## src/rtl/scan_tap_pkg.sv

```systemverilog
package scan_tap_pkg;
  typedef enum logic [3:0] {
    ST_TLR, ST_RTI, ST_SEL_DR, ST_CAP_DR, ST_SHF_DR, ST_EX1_DR, ST_PAU_DR, ST_EX2_DR,
    ST_UPD_DR, ST_SEL_IR, ST_CAP_IR, ST_SHF_IR, ST_EX1_IR, ST_PAU_IR, ST_EX2_IR, ST_UPD_IR
  } tap_state_e;

  localparam int unsigned IR_W = 3;
  localparam logic [IR_W-1:0] OP_DRIVE  = 3'b000;
  localparam logic [IR_W-1:0] OP_IDENT  = 3'b001;
  localparam logic [IR_W-1:0] OP_FLOAT  = 3'b010;
  localparam logic [IR_W-1:0] OP_SAMPLE = 3'b100;
  localparam logic [IR_W-1:0] OP_PASS   = 3'b111;
  localparam logic [IR_W-1:0] IR_CAPTURE_PAT = 3'b001;

  typedef enum logic [1:0] {PATH_PASS, PATH_IDENT, PATH_CHAIN} dr_path_e;
endpackage

```

## src/rtl/tap_fsm.sv

```systemverilog
module tap_fsm
  import scan_tap_pkg::*;
(
  input  logic       tck_i,
  input  logic       rst_ni,
  input  logic       tms_i,
  output tap_state_e state_o
);
  tap_state_e nxt;

  always_comb begin
    unique case (state_o)
      ST_TLR:    nxt = tms_i ? ST_TLR    : ST_RTI;
      ST_RTI:    nxt = tms_i ? ST_SEL_DR : ST_RTI;
      ST_SEL_DR: nxt = tms_i ? ST_SEL_IR : ST_CAP_DR;
      ST_CAP_DR: nxt = tms_i ? ST_EX1_DR : ST_SHF_DR;
      ST_SHF_DR: nxt = tms_i ? ST_EX1_DR : ST_SHF_DR;
      ST_EX1_DR: nxt = tms_i ? ST_UPD_DR : ST_PAU_DR;
      ST_PAU_DR: nxt = tms_i ? ST_EX2_DR : ST_PAU_DR;
      ST_EX2_DR: nxt = tms_i ? ST_UPD_DR : ST_SHF_DR;
      ST_UPD_DR: nxt = tms_i ? ST_SEL_DR : ST_RTI;
      ST_SEL_IR: nxt = tms_i ? ST_TLR    : ST_CAP_IR;
      ST_CAP_IR: nxt = tms_i ? ST_EX1_IR : ST_SHF_IR;
      ST_SHF_IR: nxt = tms_i ? ST_EX1_IR : ST_SHF_IR;
      ST_EX1_IR: nxt = tms_i ? ST_UPD_IR : ST_PAU_IR;
      ST_PAU_IR: nxt = tms_i ? ST_EX2_IR : ST_PAU_IR;
      ST_EX2_IR: nxt = tms_i ? ST_UPD_IR : ST_SHF_IR;
      ST_UPD_IR: nxt = tms_i ? ST_SEL_DR : ST_RTI;
      default:   nxt = ST_TLR;
    endcase
  end

  always_ff @(posedge tck_i or negedge rst_ni) begin
    if (!rst_ni) state_o <= ST_TLR;
    else         state_o <= nxt;
  end

  a_r2_reset_sticks: assert property (@(posedge tck_i) disable iff (!rst_ni)
    (state_o == ST_TLR && tms_i) |=> state_o == ST_TLR);
  a_r2_capture_to_shift: assert property (@(posedge tck_i) disable iff (!rst_ni)
    (state_o == ST_CAP_DR && !tms_i) |=> state_o == ST_SHF_DR);
endmodule

```

## src/rtl/tap_ir.sv

```systemverilog
module tap_ir
  import scan_tap_pkg::*;
(
  input  logic            tck_i,
  input  logic            rst_ni,
  input  logic            tdi_i,
  input  tap_state_e      state_i,
  output logic [IR_W-1:0] ir_o,
  output logic            sr_lsb_o
);
  logic [IR_W-1:0] sr;

  always_ff @(posedge tck_i or negedge rst_ni) begin
    if (!rst_ni) begin
      sr   <= '0;
      ir_o <= OP_IDENT;
    end else begin
      unique case (state_i)
        ST_TLR:    ir_o <= OP_IDENT;
        ST_CAP_IR: sr   <= IR_CAPTURE_PAT;
        ST_SHF_IR: sr   <= {tdi_i, sr[IR_W-1:1]};
        ST_UPD_IR: ir_o <= sr;
        default:   ;
      endcase
    end
  end

  assign sr_lsb_o = sr[0];

  a_r3_capture_pattern: assert property (@(posedge tck_i) disable iff (!rst_ni)
    state_i == ST_CAP_IR |=> sr == IR_CAPTURE_PAT);
  a_r2_reset_loads_ident: assert property (@(posedge tck_i) disable iff (!rst_ni)
    state_i == ST_TLR |=> ir_o == OP_IDENT);
  a_r3_ir_holds: assert property (@(posedge tck_i) disable iff (!rst_ni)
    (state_i != ST_UPD_IR && state_i != ST_TLR) |=> $stable(ir_o));
endmodule

```

## src/rtl/tap_dr.sv

```systemverilog
module tap_dr
  import scan_tap_pkg::*;
#(
  parameter int unsigned CHAIN_W = 107,
  parameter int unsigned ID_W    = 32,
  parameter logic [ID_W-1:0] ID_VAL = '1
) (
  input  logic               tck_i,
  input  logic               rst_ni,
  input  logic               tdi_i,
  input  tap_state_e         state_i,
  input  dr_path_e           path_i,
  input  logic [CHAIN_W-1:0] pin_i,
  output logic [CHAIN_W-1:0] upd_o,
  output logic               lsb_o
);
  logic               pass_q;
  logic [ID_W-1:0]    id_sr;
  logic [CHAIN_W-1:0] chain_sr;

  always_ff @(posedge tck_i or negedge rst_ni) begin
    if (!rst_ni) begin
      pass_q   <= 1'b0;
      id_sr    <= '0;
      chain_sr <= '0;
      upd_o    <= '0;
    end else begin
      unique case (state_i)
        ST_CAP_DR: begin
          unique case (path_i)
            PATH_IDENT: id_sr    <= ID_VAL;
            PATH_CHAIN: chain_sr <= pin_i;
            default:    pass_q   <= 1'b0;
          endcase
        end
        ST_SHF_DR: begin
          unique case (path_i)
            PATH_IDENT: id_sr    <= {tdi_i, id_sr[ID_W-1:1]};
            PATH_CHAIN: chain_sr <= {tdi_i, chain_sr[CHAIN_W-1:1]};
            default:    pass_q   <= tdi_i;
          endcase
        end
        ST_UPD_DR: if (path_i == PATH_CHAIN) upd_o <= chain_sr;
        default: ;
      endcase
    end
  end

  always_comb begin
    unique case (path_i)
      PATH_IDENT: lsb_o = id_sr[0];
      PATH_CHAIN: lsb_o = chain_sr[0];
      default:    lsb_o = pass_q;
    endcase
  end

  a_r5_pass_captures_zero: assert property (@(posedge tck_i) disable iff (!rst_ni)
    (state_i == ST_CAP_DR && path_i == PATH_PASS) |=> !pass_q);
  a_r9_update_only_on_upd: assert property (@(posedge tck_i) disable iff (!rst_ni)
    state_i != ST_UPD_DR |=> $stable(upd_o));
  a_r8_chain_captures_pins: assert property (@(posedge tck_i) disable iff (!rst_ni)
    (state_i == ST_CAP_DR && path_i == PATH_CHAIN) |=> chain_sr == $past(pin_i));
endmodule

```

## src/rtl/scan_tap_port.sv

```systemverilog
module scan_tap_port
  import scan_tap_pkg::*;
#(
  parameter int unsigned CHAIN_W  = 107,
  parameter logic [2:0]  REV      = 3'h0,
  parameter logic [16:0] DEV_CODE = 17'h00285,
  parameter logic [10:0] VENDOR   = 11'h033
) (
  input  logic               tck_i,
  input  logic               rst_ni,
  input  logic               tms_i,
  input  logic               tdi_i,
  output logic               tdo_o,
  output logic               tdo_en_o,
  input  logic [CHAIN_W-1:0] pin_in_i,
  output logic [CHAIN_W-1:0] pin_out_o,
  output logic               pin_drive_o,
  output logic               float_o
);
  localparam int unsigned ID_W = 32;
  localparam logic [ID_W-1:0] ID_VAL = {REV, DEV_CODE, VENDOR, 1'b1};

  tap_state_e      state;
  logic [IR_W-1:0] ir;
  logic            ir_lsb, dr_lsb;
  dr_path_e        path;

  tap_fsm u_fsm (.tck_i, .rst_ni, .tms_i, .state_o(state));

  tap_ir u_ir (.tck_i, .rst_ni, .tdi_i, .state_i(state), .ir_o(ir), .sr_lsb_o(ir_lsb));

  always_comb begin
    unique case (ir)
      OP_IDENT:                    path = PATH_IDENT;
      OP_DRIVE, OP_FLOAT, OP_SAMPLE: path = PATH_CHAIN;
      default:                     path = PATH_PASS;  // reserved codes alias pass-through
    endcase
  end

  tap_dr #(.CHAIN_W(CHAIN_W), .ID_W(ID_W), .ID_VAL(ID_VAL)) u_dr (
    .tck_i, .rst_ni, .tdi_i, .state_i(state), .path_i(path),
    .pin_i(pin_in_i), .upd_o(pin_out_o), .lsb_o(dr_lsb)
  );

  assign pin_drive_o = (ir == OP_DRIVE);
  assign float_o     = (ir == OP_FLOAT);

  always_ff @(negedge tck_i or negedge rst_ni) begin
    if (!rst_ni) begin
      tdo_o    <= 1'b0;
      tdo_en_o <= 1'b0;
    end else begin
      tdo_en_o <= (state == ST_SHF_IR) || (state == ST_SHF_DR);
      tdo_o    <= (state == ST_SHF_IR) ? ir_lsb :
                  (state == ST_SHF_DR) ? dr_lsb : 1'b0;
    end
  end

  a_r11_enable_in_shift: assert property (@(posedge tck_i) disable iff (!rst_ni)
    tdo_en_o == (state == ST_SHF_IR || state == ST_SHF_DR));
  a_r11_quiet_when_off: assert property (@(posedge tck_i) disable iff (!rst_ni)
    !tdo_en_o |-> !tdo_o);
  a_r10_float_excludes_drive: assert property (@(posedge tck_i) disable iff (!rst_ni)
    !(float_o && pin_drive_o));
endmodule

```

## config.mk

```make
export PLATFORM = sky130hd
export DESIGN_NAME = scan_tap_port
export DESIGN_NICKNAME = d
export VERILOG_FILES = /design/src/rtl/scan_tap_pkg.sv /design/src/rtl/tap_fsm.sv /design/src/rtl/tap_ir.sv /design/src/rtl/tap_dr.sv /design/src/rtl/scan_tap_port.sv
export SDC_FILE = /design/constraint.sdc
export NUM_CORES = 1
export LEC_CHECK = 0
export BUFFER_PORTS_ARGS = -buffer_cell sky130_fd_sc_hd__buf_2
export CORE_ASPECT_RATIO = 0.8
export CORE_MARGIN = 4
export CORE_UTILIZATION = 50
export CTS_CLUSTER_DIAMETER = 80
export DETAILED_ROUTE_END_ITERATION = 16
export PLACE_DENSITY = 0.75
export SYNTH_ARGS = -nofsm -noshare
export SYNTH_HDL_FRONTEND = slang
export SYNTH_SLANG_ARGS = --single-unit
```

## constraint.sdc

```tcl
create_clock -name tck_i -period 2.61 [get_ports tck_i]
set_clock_uncertainty 0.15 [all_clocks]
set_input_delay 0.261 -clock tck_i [delete_from_list [all_inputs] [get_ports tck_i]]
set_output_delay 0.261 -clock tck_i [all_outputs]
set_load 0.005 [all_outputs]
```

Word level (Yosys, flattened, before mapping)
Index checks and enable logic that the tools add are counted.

Order comparisons: 0. Div/mod/pow operators: 0. $mul: 0. Shift-type cells: 0. Equal/unequal tests: 26. Bitwise logic cells: 0. Add/subtract/negate cells: 0. Mux-type cells: 28. Reductions and logical operators: 15.

Operator list (number): $mux 107 (2); $pmux 107 s2 (1); $mux 32 (2); $pmux 32 s2 (1); $pmux 4 s12 (1); $eq 4x4->1 const B (8); $eq 4x3->1 const B (4); $mux 4 (4); $pmux 3 s2 (2); $reduce_and 3->1 (3); $eq 4x2->1 const B (2); $ne 2x1->1 const B (4); $mux 1 (7); $mux 2 (3); $mux 3 (2); $reduce_bool 2->1 (3); $reduce_or 2->1 (3); $reduce_or 3->1 (2); $eq 4x1->1 const B (1); $logic_not 4->1 (1); $ne 2x2->1 const B (2); $pmux 1 s2 (2); $pmux 2 s2 (1); $eq 3x1->1 const B (1); 7 further kinds (7).

Output and inout port bits: 111. Register bits: 259. Bits in latches: 0. Memories kept: 0. ROM bits: 0. RAM bits: 0.

Logic depth before layout (Yosys ltp)
Word-level depth: 7. Depth in mapped cells: 9. Gate-level depth less buffers: 8.

Modules after synthesis
A second synthesis with hierarchy kept.

Cell total of the unflattened synthesis: 794. Area total of the unflattened synthesis: 11474.8 µm².

Modules (own cells, without submodules): tap_dr (seq. area each 6180.9 µm², cells each 718, instances 1, area each 10764.1 µm²); tap_fsm (seq. area each 100.1 µm², cells each 37, instances 1, area each 314.1 µm²); tap_ir (seq. area each 151.4 µm², cells each 29, instances 1, area each 280.3 µm²); scan_tap_port (seq. area each 50.0 µm², cells each 10, instances 1, area each 116.4 µm²).

==> results.json <==
{
  "crit_slowest_cell": "sky130_fd_sc_hd__dfstp_2",
  "number_of_design_rule_violations_left_by_the_first_detailed_router_iteration": 416,
  "netlist_top_cells_area": "sky130_fd_sc_hd__dfrtp_1 60%, sky130_fd_sc_hd__mux2_2 11%, sky130_fd_sc_hd__mux2i_1 10%",
  "cts_inserted_buffers": 26,
  "initial_utilization": 0.514,
  "cts.root.buffer_cell": "sky130_fd_sc_hd__clkbuf_16",
  "rrSetupSlack_ns": -0.46,
  "insertion_delay_ns": 0.52,
  "worst_setup_path_start_kind": "flip-flop",
  "finalPower_w": 0.0165,
  "timing.final.setup_violations": 3,
  "grt_antenna_before_repair": 0,
  "grt_pass1_vias": 8201,
  "postSynth.topFlopCell": "sky130_fd_sc_hd__dfrtp_1",
  "layout-drive-gt1-share": 0.342,
  "vias_per_cell": 5.24,
  "pins_over_slew_limit": 0,
  "min_path_type": "in2async",
  "most_common_cell_in_the_synthesized_netlist": "sky130_fd_sc_hd__dfrtp_1",
  "critPathArrivalTime_ns": 1.99,
  "power_leakage_nw": 6.68,
  "pre_cts_ws_ns": -0.541,
  "ys.warnings.count": 0,
  "routed_via_count": 7748,
  "peakVddDrop_mv": 0.702,
  "ys_types": 45,
  "fin_worst_hold_slack_ns": 0.0219,
  "timing.critical_path.fanout_max": 2,
  "grt_start_max_net_pins": 152,
  "chipHeight_um": 139,
  "firstDrtPassIters": 4,
  "place.gp.congestion": 0.833,
  "status": "finished, violations left",
  "antenna_cells_inserted": 0,
  "synth_nets": 971,
  "core_area_um2": 20900,
  "postLayoutSetupSlackWorst_ns": -0.465,
  "syn-instance-count": 858,
  "max_stage_delay_ns": 0.54,
  "worst-path-stages": 7,
  "cts_buffer_depth": 3,
  "routedWlPerCell_um": 17.2,
  "synth.avg_cell_area_um2": 12.5,
  "hold_violation_total_from_the_final_report": 0,
  "max_slew.worst_pin.slew_ns": 0.835,
  "final_cells": 1478,
  "unrepaired_setup_endpoints_after_global_routing": "yes",
  "r2r.worst_path.cells": 7,
  "cts_htree_levels": 1,
  "grt_pass1_wl_um": 42100,
  "io_buffers": 221,
  "netlist.top_cell.by_area": "sky130_fd_sc_hd__dfrtp_1",
  "net_total_in_the_final_layout": 1302,
  "synthTopCellsByCount": "256 x sky130_fd_sc_hd__dfrtp_1, 119 x sky130_fd_sc_hd__nand2_1, 107 x sky130_fd_sc_hd__mux2_2, 107 x sky130_fd_sc_hd__mux2i_1, 60 x sky130_fd_sc_hd__o21ai_1",
  "worst_slew_margin_rel": 0.443,
  "p_per_area_nw_per_um2": 1150,
  "area.growth.synth_to_final_pct": 33.5,
  "fill_cells": 1465,
  "synth-edff-count": 0,
  "required_ns": 1.52,
  "syn-cell-area_um2": 10700,
  "drv.max_cap_violation_count": 0,
  "cts.sink_count": 259,
  "die_x_um": 172,
  "wirelength_um": 25500,
  "boundaryPins": 222,
  "critical_path.n_buffers_inverters": 1,
  "violations": "negative setup slack",
  "synth_top_area_share": 0.597,
  "drc": 0,
  "critPathTopFamily": "flip-flops",
  "timing_worst_setup_path_type": "reg2reg",
  "die_area_um2": 23900,
  "globalRouteOverflowTotal": 0,
  "ys_ff_latch": 259,
  "place_inst": 1320,
  "cts.clk_slew.worst_paths_ns": 0.06,
  "rows": 47,
  "ant_nets": 0,
  "crit_path_cell_trace": "inv_2 -> or3_4 -> ha_4 -> a22oi_2 -> nor2_2 -> a21oi_2 -> o21ai_1",
  "globalRouteTotalUtil": 0.212,
  "synth-async-reset-ratio": 1.00,
  "hpwlAfterDp_um": 15800,
  "setup.worst_path.end_class": "flip-flop",
  "seq_area_frac_synth": 0.604,
  "cts_tree": "yes"
}
## flip-flops by register name (all words and copies together) (netlist names)
register / count
tdo_en_o: 1
u_dr.pass_q: 1
u_ir.sr: 3
u_ir.ir_o: 3
tdo_o: 1
u_dr.upd_o: 107
u_dr.id_sr: 32
u_fsm.state_o: 4
u_dr.chain_sr: 107
## final timing paths
kind | endpoint | from
min in group tck_i | u_dr.id_sr[24] | u_dr.id_sr[25]
worst max register to register | tdo_o | u_ir.ir_o[0]
worst min-delay path | u_ir.ir_o[2] | rst_ni
worst min register to register | u_dr.id_sr[24] | u_dr.id_sr[25]
max in group asynchronous | u_dr.upd_o[30] | rst_ni
worst max-delay path | tdo_o | u_ir.ir_o[0]
## layer usage
metal,part of all wire,wire (um),GRT usage,vias to the layer above
li1,-,-,-,3698
met1,0.44,11100,0.293,3786
met2,0.47,12100,0.343,222
met3,0.068,1740,0.0561,42
met4,0.021,535,0.0443,0
met5,0,0,0,-
## cells by family (layout without fill, tap and decap cells)
| logic type | after synthesis | after routing | share of synthesized area |
|---|---|---|---|
| DFF | 259 | 259 | 0.604 |
| muxes | 214 | 214 | 0.212 |
| buffers and inverters | 65 | 416 | 0.0298 |
| adders and majority gates | 2 | 2 | 0.00233 |
| xor gates and xnor gates | 1 | 1 | 0.000816 |
| and+or+nand+nor | 145 | 145 | 0.0564 |
| AOI/OAI and AO/OA | 172 | 172 | 0.0950 |
## placed cells by master (no fill, tap or decap), types with 2 or more instances in the layout
cell type / synthesis / layout
sky130_fd_sc_hd__a21oi_1: 10 / 8
sky130_fd_sc_hd__a21oi_2: 0 / 2
sky130_fd_sc_hd__a22o_1: 22 / 22
sky130_fd_sc_hd__a32o_1: 2 / 2
sky130_fd_sc_hd__buf_12: 0 / 8
sky130_fd_sc_hd__buf_2: 28 / 220
sky130_fd_sc_hd__buf_4: 8 / 22
sky130_fd_sc_hd__bufinv_16: 0 / 5
sky130_fd_sc_hd__clkbuf_1: 17 / 4
sky130_fd_sc_hd__clkbuf_16: 0 / 27
sky130_fd_sc_hd__clkbuf_8: 0 / 6
sky130_fd_sc_hd__clkinv_2: 0 / 2
sky130_fd_sc_hd__clkinvlp_4: 0 / 4
sky130_fd_sc_hd__dfrtn_1: 2 / 2
sky130_fd_sc_hd__dfrtp_1: 256 / 256
sky130_fd_sc_hd__dlygate4sd3_1: 0 / 110
sky130_fd_sc_hd__inv_1: 6 / 5
sky130_fd_sc_hd__mux2_2: 107 / 107
sky130_fd_sc_hd__mux2i_1: 107 / 107
sky130_fd_sc_hd__nand2_1: 119 / 119
sky130_fd_sc_hd__nand3_1: 5 / 4
sky130_fd_sc_hd__nand4_1: 2 / 2
sky130_fd_sc_hd__nor2_1: 6 / 5
sky130_fd_sc_hd__nor3_1: 5 / 5
sky130_fd_sc_hd__o21ai_0: 56 / 55
sky130_fd_sc_hd__o21ai_1: 60 / 61
sky130_fd_sc_hd__o22a_1: 9 / 9
sky130_fd_sc_hd__o22ai_1: 3 / 3
## area by class of cell
cell class	count	area (um2)	share of cell area
tap	269	337	0.0235
multi-input combinational	534	3990	0.278
timing repair buffer	361	2540	0.177
clock buffer	37	773	0.0539
clock inverter	11	190	0.0133
inverter	7	26.3	0.00183
sequential	259	6480	0.452
## through the flow
step | setup TNS (ns) | util | cell area, um2
after floorplan | -0.472 | - | 10700
after global placement | -0.502 | 0.587 | 12200
after detailed placement | -0.541 | 0.587 | 12200
after CTS | -0.812 | 0.687 | 14300
after global routing | -0.977 | 0.687 | 14300
final | -0.748 | 0.687 | 14300
## timing repair
action,in CTS,in global routing
buffers inserted,0,0
gates cloned,0,0
hold buffers,110,0
setup endpoints to repair,3,3
gates resized for setup,6,2
hold endpoints to repair,313,0
## where the power goes
part           total [W]  switching (W)  internal [W]
Clock            0.00410        0.00154       0.00256
Combinational    0.00516        0.00240       0.00276
Sequential       0.00722        0.00128       0.00594
## worst register-to-register path: stages (launching register included)
cell and delay, ns:
sky130_fd_sc_hd__dfstp_2 0.54, sky130_fd_sc_hd__inv_2 0.04, sky130_fd_sc_hd__or3_4 0.34, sky130_fd_sc_hd__ha_4 0.17
sky130_fd_sc_hd__a22oi_2 0.17, sky130_fd_sc_hd__nor2_2 0.05, sky130_fd_sc_hd__a21oi_2 0.10, sky130_fd_sc_hd__o21ai_1 0.06
Note: power is estimated with default switching activity, not from simulation.
